**src/rtl/addr_ovr_pkg.sv**
```systemverilog
`timescale 1ns/1ps
package addr_ovr_pkg;
   localparam int REG_W  = 8;
   localparam int A_W    = 13;
   localparam int BA_W   = 2;
   localparam int AHI_W  = A_W - REG_W;

   typedef struct packed {
      logic             en;
      logic [BA_W-1:0]  ba;
      logic [AHI_W-1:0] a_hi;
   } ctl_reg_t;
endpackage

```
**src/rtl/ovr_decode.sv**
```systemverilog
`timescale 1ns/1ps
module ovr_decode #(
   parameter int ADDR_W   = 16,
   parameter int BASE_SEL = 0
) (
   input  logic [ADDR_W-1:0] addr_i,
   output logic              sel_lo_o,
   output logic              sel_hi_o
);
   generate
      if (BASE_SEL == 0) begin : g_base_low
         localparam logic [ADDR_W-1:0] BASE = ADDR_W'(16'h0080);
         assign sel_lo_o = (addr_i == BASE);
         assign sel_hi_o = (addr_i == BASE + ADDR_W'(1));
      end else if (BASE_SEL == 1) begin : g_base_high
         if (ADDR_W < 16) begin : g_bad_width
            $error("ovr_decode: ADDR_W too small for base AC10h");
         end
         localparam logic [ADDR_W-1:0] BASE = ADDR_W'(16'hAC10);
         assign sel_lo_o = (addr_i == BASE);
         assign sel_hi_o = (addr_i == BASE + ADDR_W'(1));
      end else begin : g_bad_sel
         $error("ovr_decode: BASE_SEL must be 0 or 1");
         assign sel_lo_o = 1'b0;
         assign sel_hi_o = 1'b0;
      end
   endgenerate
endmodule

```
**src/rtl/ovr_wake.sv**
```systemverilog
`timescale 1ns/1ps
module ovr_wake (
   input  logic clk,
   input  logic rst_n,
   input  logic cke_i,
   output logic live_o
);
   always_ff @(posedge clk or negedge rst_n) begin
      if (!rst_n)     live_o <= 1'b0;
      else if (cke_i) live_o <= 1'b1;
   end

   // once awake, the port stays awake until reset
   assert_stay_awake_R10: assert property (@(posedge clk) disable iff (!rst_n)
      live_o |=> live_o);
endmodule

```
**src/rtl/ovr_regfile.sv**
```systemverilog
`timescale 1ns/1ps
module ovr_regfile
   import addr_ovr_pkg::*;
(
   input  logic             clk,
   input  logic             rst_n,
   input  logic             live_i,
   input  logic             wr_i,
   input  logic             rd_i,
   input  logic             sel_lo_i,
   input  logic             sel_hi_i,
   input  logic [REG_W-1:0] wdata_i,
   output logic [REG_W-1:0] reg_lo_o,
   output ctl_reg_t         reg_hi_o,
   output logic [REG_W-1:0] rdata_o
);
   logic wr_ok;
   assign wr_ok = live_i && wr_i;

   always_ff @(posedge clk or negedge rst_n) begin
      if (!rst_n) begin
         reg_lo_o <= '0;
         reg_hi_o <= '0;
      end else begin
         if (wr_ok && sel_lo_i) reg_lo_o <= wdata_i;
         if (wr_ok && sel_hi_i) reg_hi_o <= ctl_reg_t'(wdata_i);
      end
   end

   always_comb begin
      rdata_o = '0;
      if (live_i && rd_i) begin
         if (sel_lo_i)      rdata_o = reg_lo_o;
         else if (sel_hi_i) rdata_o = reg_hi_o;
      end
   end

   // nothing is stored while the port is asleep
   assert_asleep_hold_R9: assert property (@(posedge clk) disable iff (!rst_n)
      !live_i |=> ($stable(reg_lo_o) && $stable(reg_hi_o)));

   // a write that decodes to neither register changes nothing
   assert_stray_write_R8: assert property (@(posedge clk) disable iff (!rst_n)
      (wr_i && !sel_lo_i && !sel_hi_i) |=> ($stable(reg_lo_o) && $stable(reg_hi_o)));

   // an accepted write to the low register is what it holds next
   assert_store_lo_R7: assert property (@(posedge clk) disable iff (!rst_n)
      (live_i && wr_i && sel_lo_i) |=> (reg_lo_o == $past(wdata_i)));
endmodule

```
**src/rtl/ovr_pinmap.sv**
```systemverilog
`timescale 1ns/1ps
module ovr_pinmap
   import addr_ovr_pkg::*;
(
   input  logic [REG_W-1:0] reg_lo_i,
   input  ctl_reg_t         reg_hi_i,
   output logic [A_W-1:0]   a_o,
   output logic [BA_W-1:0]  ba_o,
   output logic             oe_o,
   output logic             sw_en_o
);
   assign oe_o    = reg_hi_i.en;
   assign sw_en_o = ~reg_hi_i.en;

   genvar i;
   generate
      for (i = 0; i < A_W; i++) begin : g_abit
         if (i < REG_W) begin : g_from_lo
            assign a_o[i] = reg_hi_i.en & reg_lo_i[i];
         end else begin : g_from_hi
            assign a_o[i] = reg_hi_i.en & reg_hi_i.a_hi[i-REG_W];
         end
      end
      for (i = 0; i < BA_W; i++) begin : g_babit
         assign ba_o[i] = reg_hi_i.en & reg_hi_i.ba[i];
      end
   endgenerate
endmodule

```
**src/rtl/addr_override_drv.sv**
```systemverilog
`timescale 1ns/1ps
module addr_override_drv
   import addr_ovr_pkg::*;
#(
   parameter int ADDR_W   = 16,
   parameter int BASE_SEL = 0
) (
   input  logic              clk,
   input  logic              rst_n,
   input  logic              cke_i,
   input  logic              host_wr_i,
   input  logic              host_rd_i,
   input  logic [ADDR_W-1:0] host_addr_i,
   input  logic [7:0]        host_wdata_i,
   output logic [7:0]        host_rdata_o,
   output logic [12:0]       dram_a_o,
   output logic [1:0]        dram_ba_o,
   output logic              dram_oe_o,
   output logic              pass_sw_en_o
);
   logic     live, sel_lo, sel_hi;
   logic [REG_W-1:0] reg_lo;
   ctl_reg_t reg_hi;

   ovr_decode #(.ADDR_W(ADDR_W), .BASE_SEL(BASE_SEL)) u_dec (
      .addr_i(host_addr_i), .sel_lo_o(sel_lo), .sel_hi_o(sel_hi));

   ovr_wake u_wake (.clk(clk), .rst_n(rst_n), .cke_i(cke_i), .live_o(live));

   ovr_regfile u_regs (
      .clk(clk), .rst_n(rst_n), .live_i(live), .wr_i(host_wr_i), .rd_i(host_rd_i),
      .sel_lo_i(sel_lo), .sel_hi_i(sel_hi), .wdata_i(host_wdata_i),
      .reg_lo_o(reg_lo), .reg_hi_o(reg_hi), .rdata_o(host_rdata_o));

   ovr_pinmap u_pins (
      .reg_lo_i(reg_lo), .reg_hi_i(reg_hi), .a_o(dram_a_o), .ba_o(dram_ba_o),
      .oe_o(dram_oe_o), .sw_en_o(pass_sw_en_o));

   // an accepted write setting the enable bit takes the pins at the storing edge
   assert_enable_takes_pins_R4: assert property (@(posedge clk) disable iff (!rst_n)
      (live && host_wr_i && sel_hi && host_wdata_i[7]) |=> (dram_oe_o && !pass_sw_en_o));

   // the address pins follow an accepted low-register write at once
   assert_immediate_pins_R5: assert property (@(posedge clk) disable iff (!rst_n)
      (live && host_wr_i && sel_lo && reg_hi.en && !sel_hi) |=> (dram_a_o[7:0] == $past(host_wdata_i)));
endmodule

```
**config.mk**
```make
export PLATFORM = sky130hd
export DESIGN_NAME = addr_override_drv
export DESIGN_NICKNAME = d
export VERILOG_FILES = /design/src/rtl/addr_ovr_pkg.sv /design/src/rtl/ovr_decode.sv /design/src/rtl/ovr_wake.sv /design/src/rtl/ovr_regfile.sv /design/src/rtl/ovr_pinmap.sv /design/src/rtl/addr_override_drv.sv
export SDC_FILE = /design/constraint.sdc
export NUM_CORES = 1
export LEC_CHECK = 0
export BUFFER_PORTS_ARGS = -buffer_cell sky130_fd_sc_hd__buf_2
export CORE_MARGIN = 2
export CORE_UTILIZATION = 35
export CTS_BUF_LIST = sky130_fd_sc_hd__clkbuf_2
export DETAILED_ROUTE_END_ITERATION = 8
export PLACE_DENSITY = 0.62
export SYNTH_ARGS = -nofsm -noshare
export SYNTH_HDL_FRONTEND = slang
export SYNTH_SLANG_ARGS = --single-unit
```
**constraint.sdc**
```tcl
create_clock -name clk -period 2.02 [get_ports clk]
set_clock_uncertainty 0.05 [all_clocks]
set_input_delay 0.303 -clock clk [delete_from_list [all_inputs] [get_ports clk]]
set_output_delay 0.303 -clock clk [all_outputs]
set_load 0.01 [all_outputs]
```
==> results of run 1 <==
## stage by stage
| stage | instances | power (mW) | instance area (sq um) | worst slack (ns) |
|---|---|---|---|---|
| 2_1_floorplan | 79 | 0.3601 | 924.6 | 0.3176 |
| 3_3_place_gp | 164 | 0.3974 | 1249 | 0.07296 |
| 3_5_place_dp | 164 | 0.3978 | 1249 | 0.04841 |
| 4_1_cts | 169 | 0.5506 | 1279 | 0.08366 |
| 5_1_grt | 169 | 0.5767 | 1300 | 0.01875 |
| 6_report | 169 | 0.5436 | 1300 | 0.1538 |
## layer usage
metal	global-route usage, %	part of all wire (%)	wire length (um)
met3	3.513	9.8	213
met1	19.20	42	907
met2	23.81	49	1057
met5	0	0	0
met4	5.575	0	0
## cell usage in the layout (no fill, tap or decap)
cell type      instances
nand3_1                2
nor4_2                 2
mux2i_1                8
buf_4                  4
and2_1                15
clkbuf_2               4
mux2_2                16
nand4_2                1
nand2_1                1
nor3_4                 1
dfrtp_1               17
nor2_4                 1
buf_2                 53
or2_2                  1
inv_1                  1
and4_2                 1
nor4b_4                1
nor2_1                 8
nor3_1                 1
dlygate4sd3_1          1
## kinds of logic after synthesis
kind of cell | count (synthesis) | share of synthesized area [%]
buf+inv | 3 | 1.352
flops | 17 | 46.01
mux | 24 | 28.15
simple gates | 35 | 24.49
## layout make-up
class	count	area, sq um
clock buffers	4	20.02
fillers	251	1200
inverters	1	3.754
multi-input cells	59	508.0
flip-flops and latches	17	425.4
well taps	30	37.54
repair buffers	58	305.3
## worst max-delay path by stage
stage                         start                        endpoint  slack (ns)  cells after the start
global placement    host_addr_i[11]  u_regs.reg_hi_o[6]$_DFFE_PN0P_        0.07                      6
detailed placement  host_addr_i[11]  u_regs.reg_hi_o[4]$_DFFE_PN0P_        0.05                      6
floorplan           host_addr_i[11]  u_regs.reg_lo_o[0]$_DFFE_PN0P_        0.32                      4
global route        host_addr_i[11]                 host_rdata_o[4]        0.02                      7
CTS                  host_addr_i[5]                 host_rdata_o[0]        0.08                      7
finish               host_addr_i[5]                 host_rdata_o[3]        0.15                      7
## what timing repair did
| action | 4_1_cts | 5_1_grt |
|---|---|---|
| gates resized for setup | 0 | 3 |
| endpoints found under the setup margin | 0 | 6 |
| hold endpoints to repair | 17 | 0 |
| hold buffers | 1 | 0 |
## power breakdown
group	leakage (nW)	internal, mW	switching (mW)
clock	0.0166	0.0525	0.0950
sequential	0.232	0.341	0.0000966
combinational	0.478	0.0277	0.0277
total	0.727	0.421	0.123
## sequential cells by signal, summed over array words and instances (netlist names)
register / count
u_regs.reg_hi_o: 8
u_wake.live_o: 1
u_regs.reg_lo_o: 8
==> flow_metrics.tcl, run 1 <==
set metrics [dict create \
    status "finished, final reports clean" \
    synth_top_area_share_pct 46.01 \
    cp_top_family "simple AND/OR/NAND/NOR gates" \
    grt-ovfl-total 0 \
    n_antenna_cell 0 \
    reg2regPathDepth 3 \
    synthTopCellsByArea "dfrtp_1, mux2_2, and2_1" \
    cp_cell_sequence "buf_2 -> nor4_2 -> and4_2 -> nand3_1 -> buf_4 -> nor2_1 -> buf_2" \
    ys.flop_type "dfrtp_1" \
    synthCells 79 \
    core_area_sq_mm 0.002500 \
    grt_first_pass_wirelength_um 3684 \
    area_growth_pct 40.60 \
    vdd_drop_max_v 0.0002893 \
    synth.yosys.seq_area_share_pct 46.01 \
    worstHoldStart "cke_i" \
    avgSynthCellArea_sq_um 11.70 \
    rr_endpoint "u_regs.reg_hi_o[4]$_DFFE_PN0P_" \
    portBuffers 53 \
    slew_violations 0 \
    setup.worst_path.end_class "output pin" \
    rrSetupSlack_ns 0.71 \
    hold_violations 0 \
    cp.arrival_ns 1.51 \
    grt_max_degree 20 \
    hold_path.class "in -> reg" \
    dieHeight_um 55.40 \
    first_global_vias 821 \
    routed_wl_um 2178 \
    cts_tree "done" \
    crit_slowest_cell "nor4_2" \
    synth_cell_type_count 18 \
    layout_min_cycle_time_ns 1.866 \
    hold_depth 2 \
    synth_top_area_cell "dfrtp_1" \
    fmax_mhz 535.9 \
    antenna_found_initial 0 \
    async_flop_share_pct 100.0 \
    die_x_um 55.40 \
    die_area_sq_mm 0.003069 \
    synth_most_common_cell "dfrtp_1" \
    fin_setup_tns_ns 0 \
    yosys_warnings 0 \
    synthesis.area_sq_um 924.6 \
    critPathMaxFanout 8 \
    drv_cap 0 \
    cp.required_ns 1.67 \
    p_leak_nw 0.7274 \
    rsz0062_at_grt "no" \
    clk_path_buf_depth 2 \
    route.detailed.drc 0 \
    crit_type "in -> out" \
    setup.worst_path.start_class "primary input" \
    post-route-period-util_pct 92.39 \
    final_nets 169 \
    clock-sinks 17 \
    critPathMaxStageDelay_ns 0.32 \
    max_slew.worst_pin.slew_ns 0.4827 \
    clkTransAtPathRegs_ns 0.14 \
    track_usage_pct 14.79 \
    gp_congestion 0.8172 \
    max_slew_margin_pct 67.82 \
    setup_violations 0 \
    drt_iter0_drc 13 \
    drive_above_1_share_pct 61.15 \
    wl_per_cell_um 12.89 \
    htreeDepth 1 \
    powerDensity_mw_per_mm2 418.1 \
    dr.pass1.iters 4 \
    num_vias 821 \
    rows 18 \
    ant_nets 0 \
    crit_buf_inv 3 \
    worstSkewPairLatency_ns 0.27 \
    cp_common_cell "buf_2" \
    syn-num-nets 108 \
    root_buffer "clkbuf_2" \
    synth_seq_cells 17 \
    worstReg2RegStart "u_wake.live_o$_DFFE_PN0P_" \
    cts_setup_buffers 0 \
    whs_ns 0.1662 \
    utilization_pct 52.00 \
    min_delay_worst_endpoint "u_wake.live_o$_DFFE_PN0P_" \
    initial_core_util_pct 36.99 \
    io-pin-count 54 \
    synth_common_cells "dfrtp_1, mux2_2, and2_1, mux2i_1, nor2_1" \
    cts_buffers 3 \
    synth_edf_count 0 \
    hpwl_um 1680 \
    viasPerCell 4.858 \
]
(Power assumes the default switching activity.)
==> inputs of run 2 (changes only) <==
--- a/config.mk
+++ b/config.mk
@@ -10,7 +10,7 @@
 export CORE_UTILIZATION = 35
 export CTS_BUF_LIST = sky130_fd_sc_hd__clkbuf_2
 export DETAILED_ROUTE_END_ITERATION = 8
-export PLACE_DENSITY = 0.62
+export PLACE_DENSITY = 0.66
 export SYNTH_ARGS = -nofsm -noshare
 export SYNTH_HDL_FRONTEND = slang
 export SYNTH_SLANG_ARGS = --single-unit
==> run 2 against run 1 <==
Utilization is 0.45 points lower. Combinational power is 5.1% lower. Clock power is 4% higher. Count of clock-buffer cells in the layout is 1 lower. Critical path type unchanged.
==> flow_metrics.tcl, run 2 (same netlist as run 1, synthesis figures left out) <==
set metrics [dict create \
    status "finished, final reports clean" \
    grtUsageMet2_pct 24.66 \
    area_growth_pct 39.38 \
    grt_max_degree 20 \
    n_antenna_cell 0 \
    worstReg2RegStart "u_wake.live_o$_DFFE_PN0P_" \
    reg2regPathDepth 4 \
    setup.worst_path.start_class "primary input" \
    cts_buffers 3 \
    max_slew_margin_pct 67.17 \
    rrSetupSlack_ns 0.67 \
    die_area_sq_mm 0.003069 \
    dieHeight_um 55.40 \
    portBuffers 53 \
    regArea_sq_um 425.4 \
    clk_path_buf_depth 2 \
    cp_common_cell "buf_2" \
    crit_type "in -> out" \
    root_buffer "clkbuf_2" \
    track_usage_pct 14.73 \
    fmax_mhz 538.0 \
    slew_violations 0 \
    initial_core_util_pct 36.99 \
    cp_top_family "simple AND/OR/NAND/NOR gates" \
    post-route-period-util_pct 92.01 \
    vdd_drop_max_v 0.0003312 \
    antenna_found_initial 0 \
    worstHoldStart "cke_i" \
    grt-ovfl-total 0 \
    rows 18 \
    drv_cap 0 \
    crit_buf_inv 3 \
    first_global_vias 773 \
    final_common_cell "buf_2" \
    clkTransAtPathRegs_ns 0.17 \
    setup_violations 0 \
    p_leak_nw 0.7136 \
    worstSkewPairLatency_ns 0.30 \
    max_slew.worst_pin.slew_ns 0.4924 \
    grt_first_pass_wirelength_um 3546 \
    met3_usage_pct 3.513 \
    grt_use_met1_pct 17.97 \
    num_vias 822 \
    rr_endpoint "u_regs.reg_lo_o[0]$_DFFE_PN0P_" \
    hold_violations 0 \
    route.detailed.drc 0 \
    core_area_sq_mm 0.002500 \
    min_delay_worst_endpoint "u_wake.live_o$_DFFE_PN0P_" \
    wl_per_cell_um 13.14 \
    rsz0062_at_grt "no" \
    layout_min_cycle_time_ns 1.859 \
    setup.worst_path.end_class "output pin" \
    largestRegisters "u_regs.reg_hi_o x8, u_regs.reg_lo_o x8, u_wake.live_o x1" \
    final_nets 167 \
    routed_wl_um 2194 \
    num-fill-cells 238 \
    multiInputGateArea_sq_um 499.2 \
    cp.arrival_ns 1.51 \
    dr.pass1.iters 4 \
    cp_cell_sequence "buf_2 -> nor4_2 -> and4_2 -> nand3_1 -> buf_4 -> nor2_1 -> buf_2" \
    cts_setup_buffers 0 \
    hold_path.class "in -> reg" \
    io-pin-count 54 \
    crit_slowest_cell "nor4_2" \
    htreeDepth 1 \
    globalRoute.busiestLayer "met2" \
    critPathMaxFanout 8 \
    hold_depth 2 \
    hpwl_um 1619 \
    viasPerCell 4.922 \
    fin_setup_tns_ns 0 \
    die_x_um 55.40 \
    ant_nets 0 \
    whs_ns 0.1323 \
    clock-sinks 17 \
    cp.required_ns 1.67 \
    critPathMaxStageDelay_ns 0.33 \
    powerDensity_mw_per_mm2 424.5 \
    layout_common_cells "buf_2, dfrtp_1, mux2_2" \
    drt_iter0_drc 5 \
    cts_tree "done" \
    gp_congestion 0.7566 \
    drive_above_1_share_pct 60.58 \
]
-- run 2: cell count changes in the layout (fill, tap and decap cells not counted) --
cell	before	now
buf_12	0	1
nor4b_4	1	0
clkinv_2	0	1
buf_4	4	1
clkbuf_2	4	3
nor4b_2	0	1
-- run 2: repair_timing --
item	in CTS	in global routing
hold buffers	1	0
hold endpoints to repair	17	0
setup endpoints to repair	0	5
resized for setup	0	2
-- run 2: layer usage --
metal / vias to the layer above / share of wire, %
li1: 390 / -
met4: 0 / 1.3
met2: 44 / 48
met5: - / 0
met1: 384 / 42
met3: 4 / 8.6
-- run 2: worst reg2reg max path: stages, from the launching register on --
cell     delay, ns
dfrtp_1       0.42
nand2_1       0.10
nor3_4        0.20
buf_12        0.15
mux2_2        0.33
-- run 2: worst max-delay path by stage --
stage | start | endpoint | depth (start not counted)
finish | host_addr_i[5] | host_rdata_o[6] | 7
CTS | host_addr_i[10] | host_rdata_o[6] | 7
global route | host_addr_i[5] | host_rdata_o[6] | 7
detailed placement | host_addr_i[10] | host_rdata_o[6] | 7
global placement | host_addr_i[5] | host_rdata_o[7] | 7
floorplan | host_addr_i[11] | u_regs.reg_lo_o[0]$_DFFE_PN0P_ | 4
-- run 2: through the flow --
stage	setup slack, ns	std cells	utilization [%]	total power, mW	cell area [sq um]
floorplan	0.3176	79	-	0.3601	924.6
global placement	0.1376	162	49.85	0.3951	1246
detailed placement	0.06339	162	49.85	0.3967	1246
CTS	0.05527	167	51.05	0.5544	1276
global route	0.04624	167	51.55	0.5746	1289
finish	0.1614	167	51.55	0.5470	1289
-- run 2: power breakdown --
group | leakage, nW | total [mW] | switching, mW | internal, mW
Clock | 0.0164 | 0.154 | 0.109 | 0.0448
Combinational | 0.465 | 0.0526 | 0.0263 | 0.0263
Sequential | 0.232 | 0.341 | 0.0000974 | 0.341
-- run 2: area by class of cell --
class	instances	area share [%]
inverter	1	0.2913
clock inverter	1	0.3883
multi-input combinational	59	38.74
tap	30	2.913
sequential	17	33.01
clock buffer	3	1.165
timing repair buffer	56	23.50
==> inputs of run 3 (changes only) <==
==> constraint.sdc (replaced) <==
create_clock -name clk -period 1.8 [get_ports clk]
set_clock_uncertainty 0.05 [all_clocks]
set_input_delay 0.27 -clock clk [delete_from_list [all_inputs] [get_ports clk]]
set_output_delay 0.27 -clock clk [all_outputs]
set_load 0.01 [all_outputs]
==> run 3 against run 2 <==
Non-clock buffer count up 2. Routed wire length rose by 11%. Critical path type unchanged. Power is 13% higher. Largest power group unchanged. Hold slack lost 0.0094 ns. Utilization rose by 6.9 points. Highest routed layer unchanged. Critical endpoint is now host_rdata_o[0]. Register-to-register slack got worse by 0.27 ns.
==> flow_metrics.tcl, run 3 (same netlist as run 1, synthesis figures left out) <==
set metrics [dict create \
    min_delay_worst_endpoint "u_wake.live_o$_DFFE_PN0P_" \
    area_growth_pct 58.05 \
    initial_core_util_pct 36.99 \
    final_common_cell "buf_2" \
    hold_depth 2 \
    grt-ovfl-total 0 \
    cts_setup_buffers 0 \
    antenna_found_initial 0 \
    num_vias 821 \
    multiInputGateArea_sq_um 599.3 \
    fmax_mhz 560.5 \
    drt_iter0_drc 12 \
    die_x_um 55.40 \
    die_area_sq_mm 0.003069 \
    design_area_sq_mm 0.001461 \
    critPathMaxFanout 8 \
    hold_violations 0 \
    largestRegisters "u_regs.reg_hi_o x8, u_regs.reg_lo_o x8, u_wake.live_o x1" \
    n_antenna_cell 0 \
    setup.worst_path.end_class "output pin" \
    setup.worst_path.start_class "primary input" \
    powerDensity_mw_per_mm2 422.7 \
    wl_per_cell_um 14.37 \
    track_usage_pct 15.57 \
    cts_buffers 3 \
    layout_min_cycle_time_ns 1.784 \
    viasPerCell 4.858 \
    dp.cells 164 \
    htreeDepth 1 \
    core_area_sq_mm 0.002500 \
    clock-sinks 17 \
    first_global_vias 821 \
    clkTransAtPathRegs_ns 0.15 \
    cts_tree "done" \
    utilization_pct 58.46 \
    p_leak_nw 0.7434 \
    vdd_drop_max_v 0.0004573 \
    post-route-period-util_pct 99.12 \
    portBuffers 53 \
    drv_cap 0 \
    routed_wl_um 2428 \
    cp.required_ns 1.48 \
    reg2regPathDepth 4 \
    drive_above_1_share_pct 68.35 \
    gp_congestion 0.7807 \
    worstHoldStart "cke_i" \
    max_slew_margin_pct 73.91 \
    grt_first_pass_wirelength_um 3801 \
    ant_nets 0 \
    regArea_sq_um 426.7 \
    cp.arrival_ns 1.46 \
    critPathMaxStageDelay_ns 0.36 \
    root_buffer "clkbuf_2" \
    worstReg2RegStart "u_wake.live_o$_DFFE_PN0P_" \
    clk_path_buf_depth 2 \
    route.detailed.drc 0 \
    dieHeight_um 55.40 \
    crit_slowest_cell "nor3_1" \
    fin_cells 169 \
    setup_violations 0 \
    grt_max_degree 20 \
    final_nets 169 \
    slew_violations 0 \
    num-fill-cells 227 \
    worstSkewPairLatency_ns 0.28 \
    placed_area_sq_mm 0.001249 \
    hold_path.class "in -> reg" \
    status "finished, final reports clean" \
    cp_cell_sequence "buf_2 -> nor3_1 -> and4_4 -> nand3_4 -> buf_12 -> nor2_4 -> buf_6" \
    crit_type "in -> out" \
    io-pin-count 54 \
    rows 18 \
    dr.pass1.iters 4 \
    rr_endpoint "u_regs.reg_lo_o[1]$_DFFE_PN0P_" \
    whs_ns 0.1230 \
    fin_setup_tns_ns 0 \
    hpwl_um 1680 \
    layout_common_cells "buf_2, mux2_2, dfrtp_1" \
    max_slew.worst_pin.slew_ns 0.3884 \
    rrSetupSlack_ns 0.40 \
]
run 3: power breakdown:
part | switching (mW) | leakage (nW) | internal, mW
Combinational | 0.0368 | 0.496 | 0.0344
Clock | 0.114 | 0.0164 | 0.0503
Sequential | 0.000110 | 0.231 | 0.382
run 3: repair_timing:
action                                 4_1_cts  5_1_grt
endpoints found under the hold margin       17        0
hold buffers                                 1        0
setup endpoints to repair                    8        8
resized for setup                            5       33
pin swaps                                    0        8
run 3: worst max-delay path by stage:
stage / from / endpoint / slack (ns)
global placement: host_addr_i[5] / host_rdata_o[6] / -0.04
CTS: host_addr_i[11] / host_rdata_o[7] / 0.01
finish: host_addr_i[15] / host_rdata_o[0] / 0.02
global route: host_addr_i[15] / host_rdata_o[0] / -0.02
floorplan: host_addr_i[11] / u_regs.reg_lo_o[0]$_DFFE_PN0P_ / 0.13
detailed placement: host_addr_i[11] / u_regs.reg_hi_o[2]$_DFFE_PN0P_ / -0.10
run 3: per-stage QoR:
stage | total power, mW | worst slack (ns)
finish | 0.6177 | 0.01588
floorplan | 0.4041 | 0.1306
CTS | 0.6219 | 0.01262
global placement | 0.4447 | -0.03670
global route | 0.6468 | -0.01543
detailed placement | 0.4458 | -0.1023
run 3: cell type report:
type / instances / area share (%)
multi-input combinational: 59 / 41.01
clock buffer: 3 / 1.027
inverter: 1 / 0.2568
clock inverter: 1 / 0.3425
sequential: 17 / 29.20
tap: 30 / 2.568
timing repair buffer: 58 / 25.60
run 3: worst max-delay path: cells and delay by family:
family | cells | cell delay, ns
buffers and inverters | 3 | 0.37
AND/OR/NAND/NOR | 4 | 0.83
run 3: metal layers:
metal | track usage [%] | wire length (um) | vias up
li1 | - | - | 394
met1 | 19.79 | 1018 | 383
met2 | 26.02 | 1184 | 42
met3 | 4.215 | 217 | 2
met4 | 4.181 | 8 | 0
met5 | 0 | 0 | -
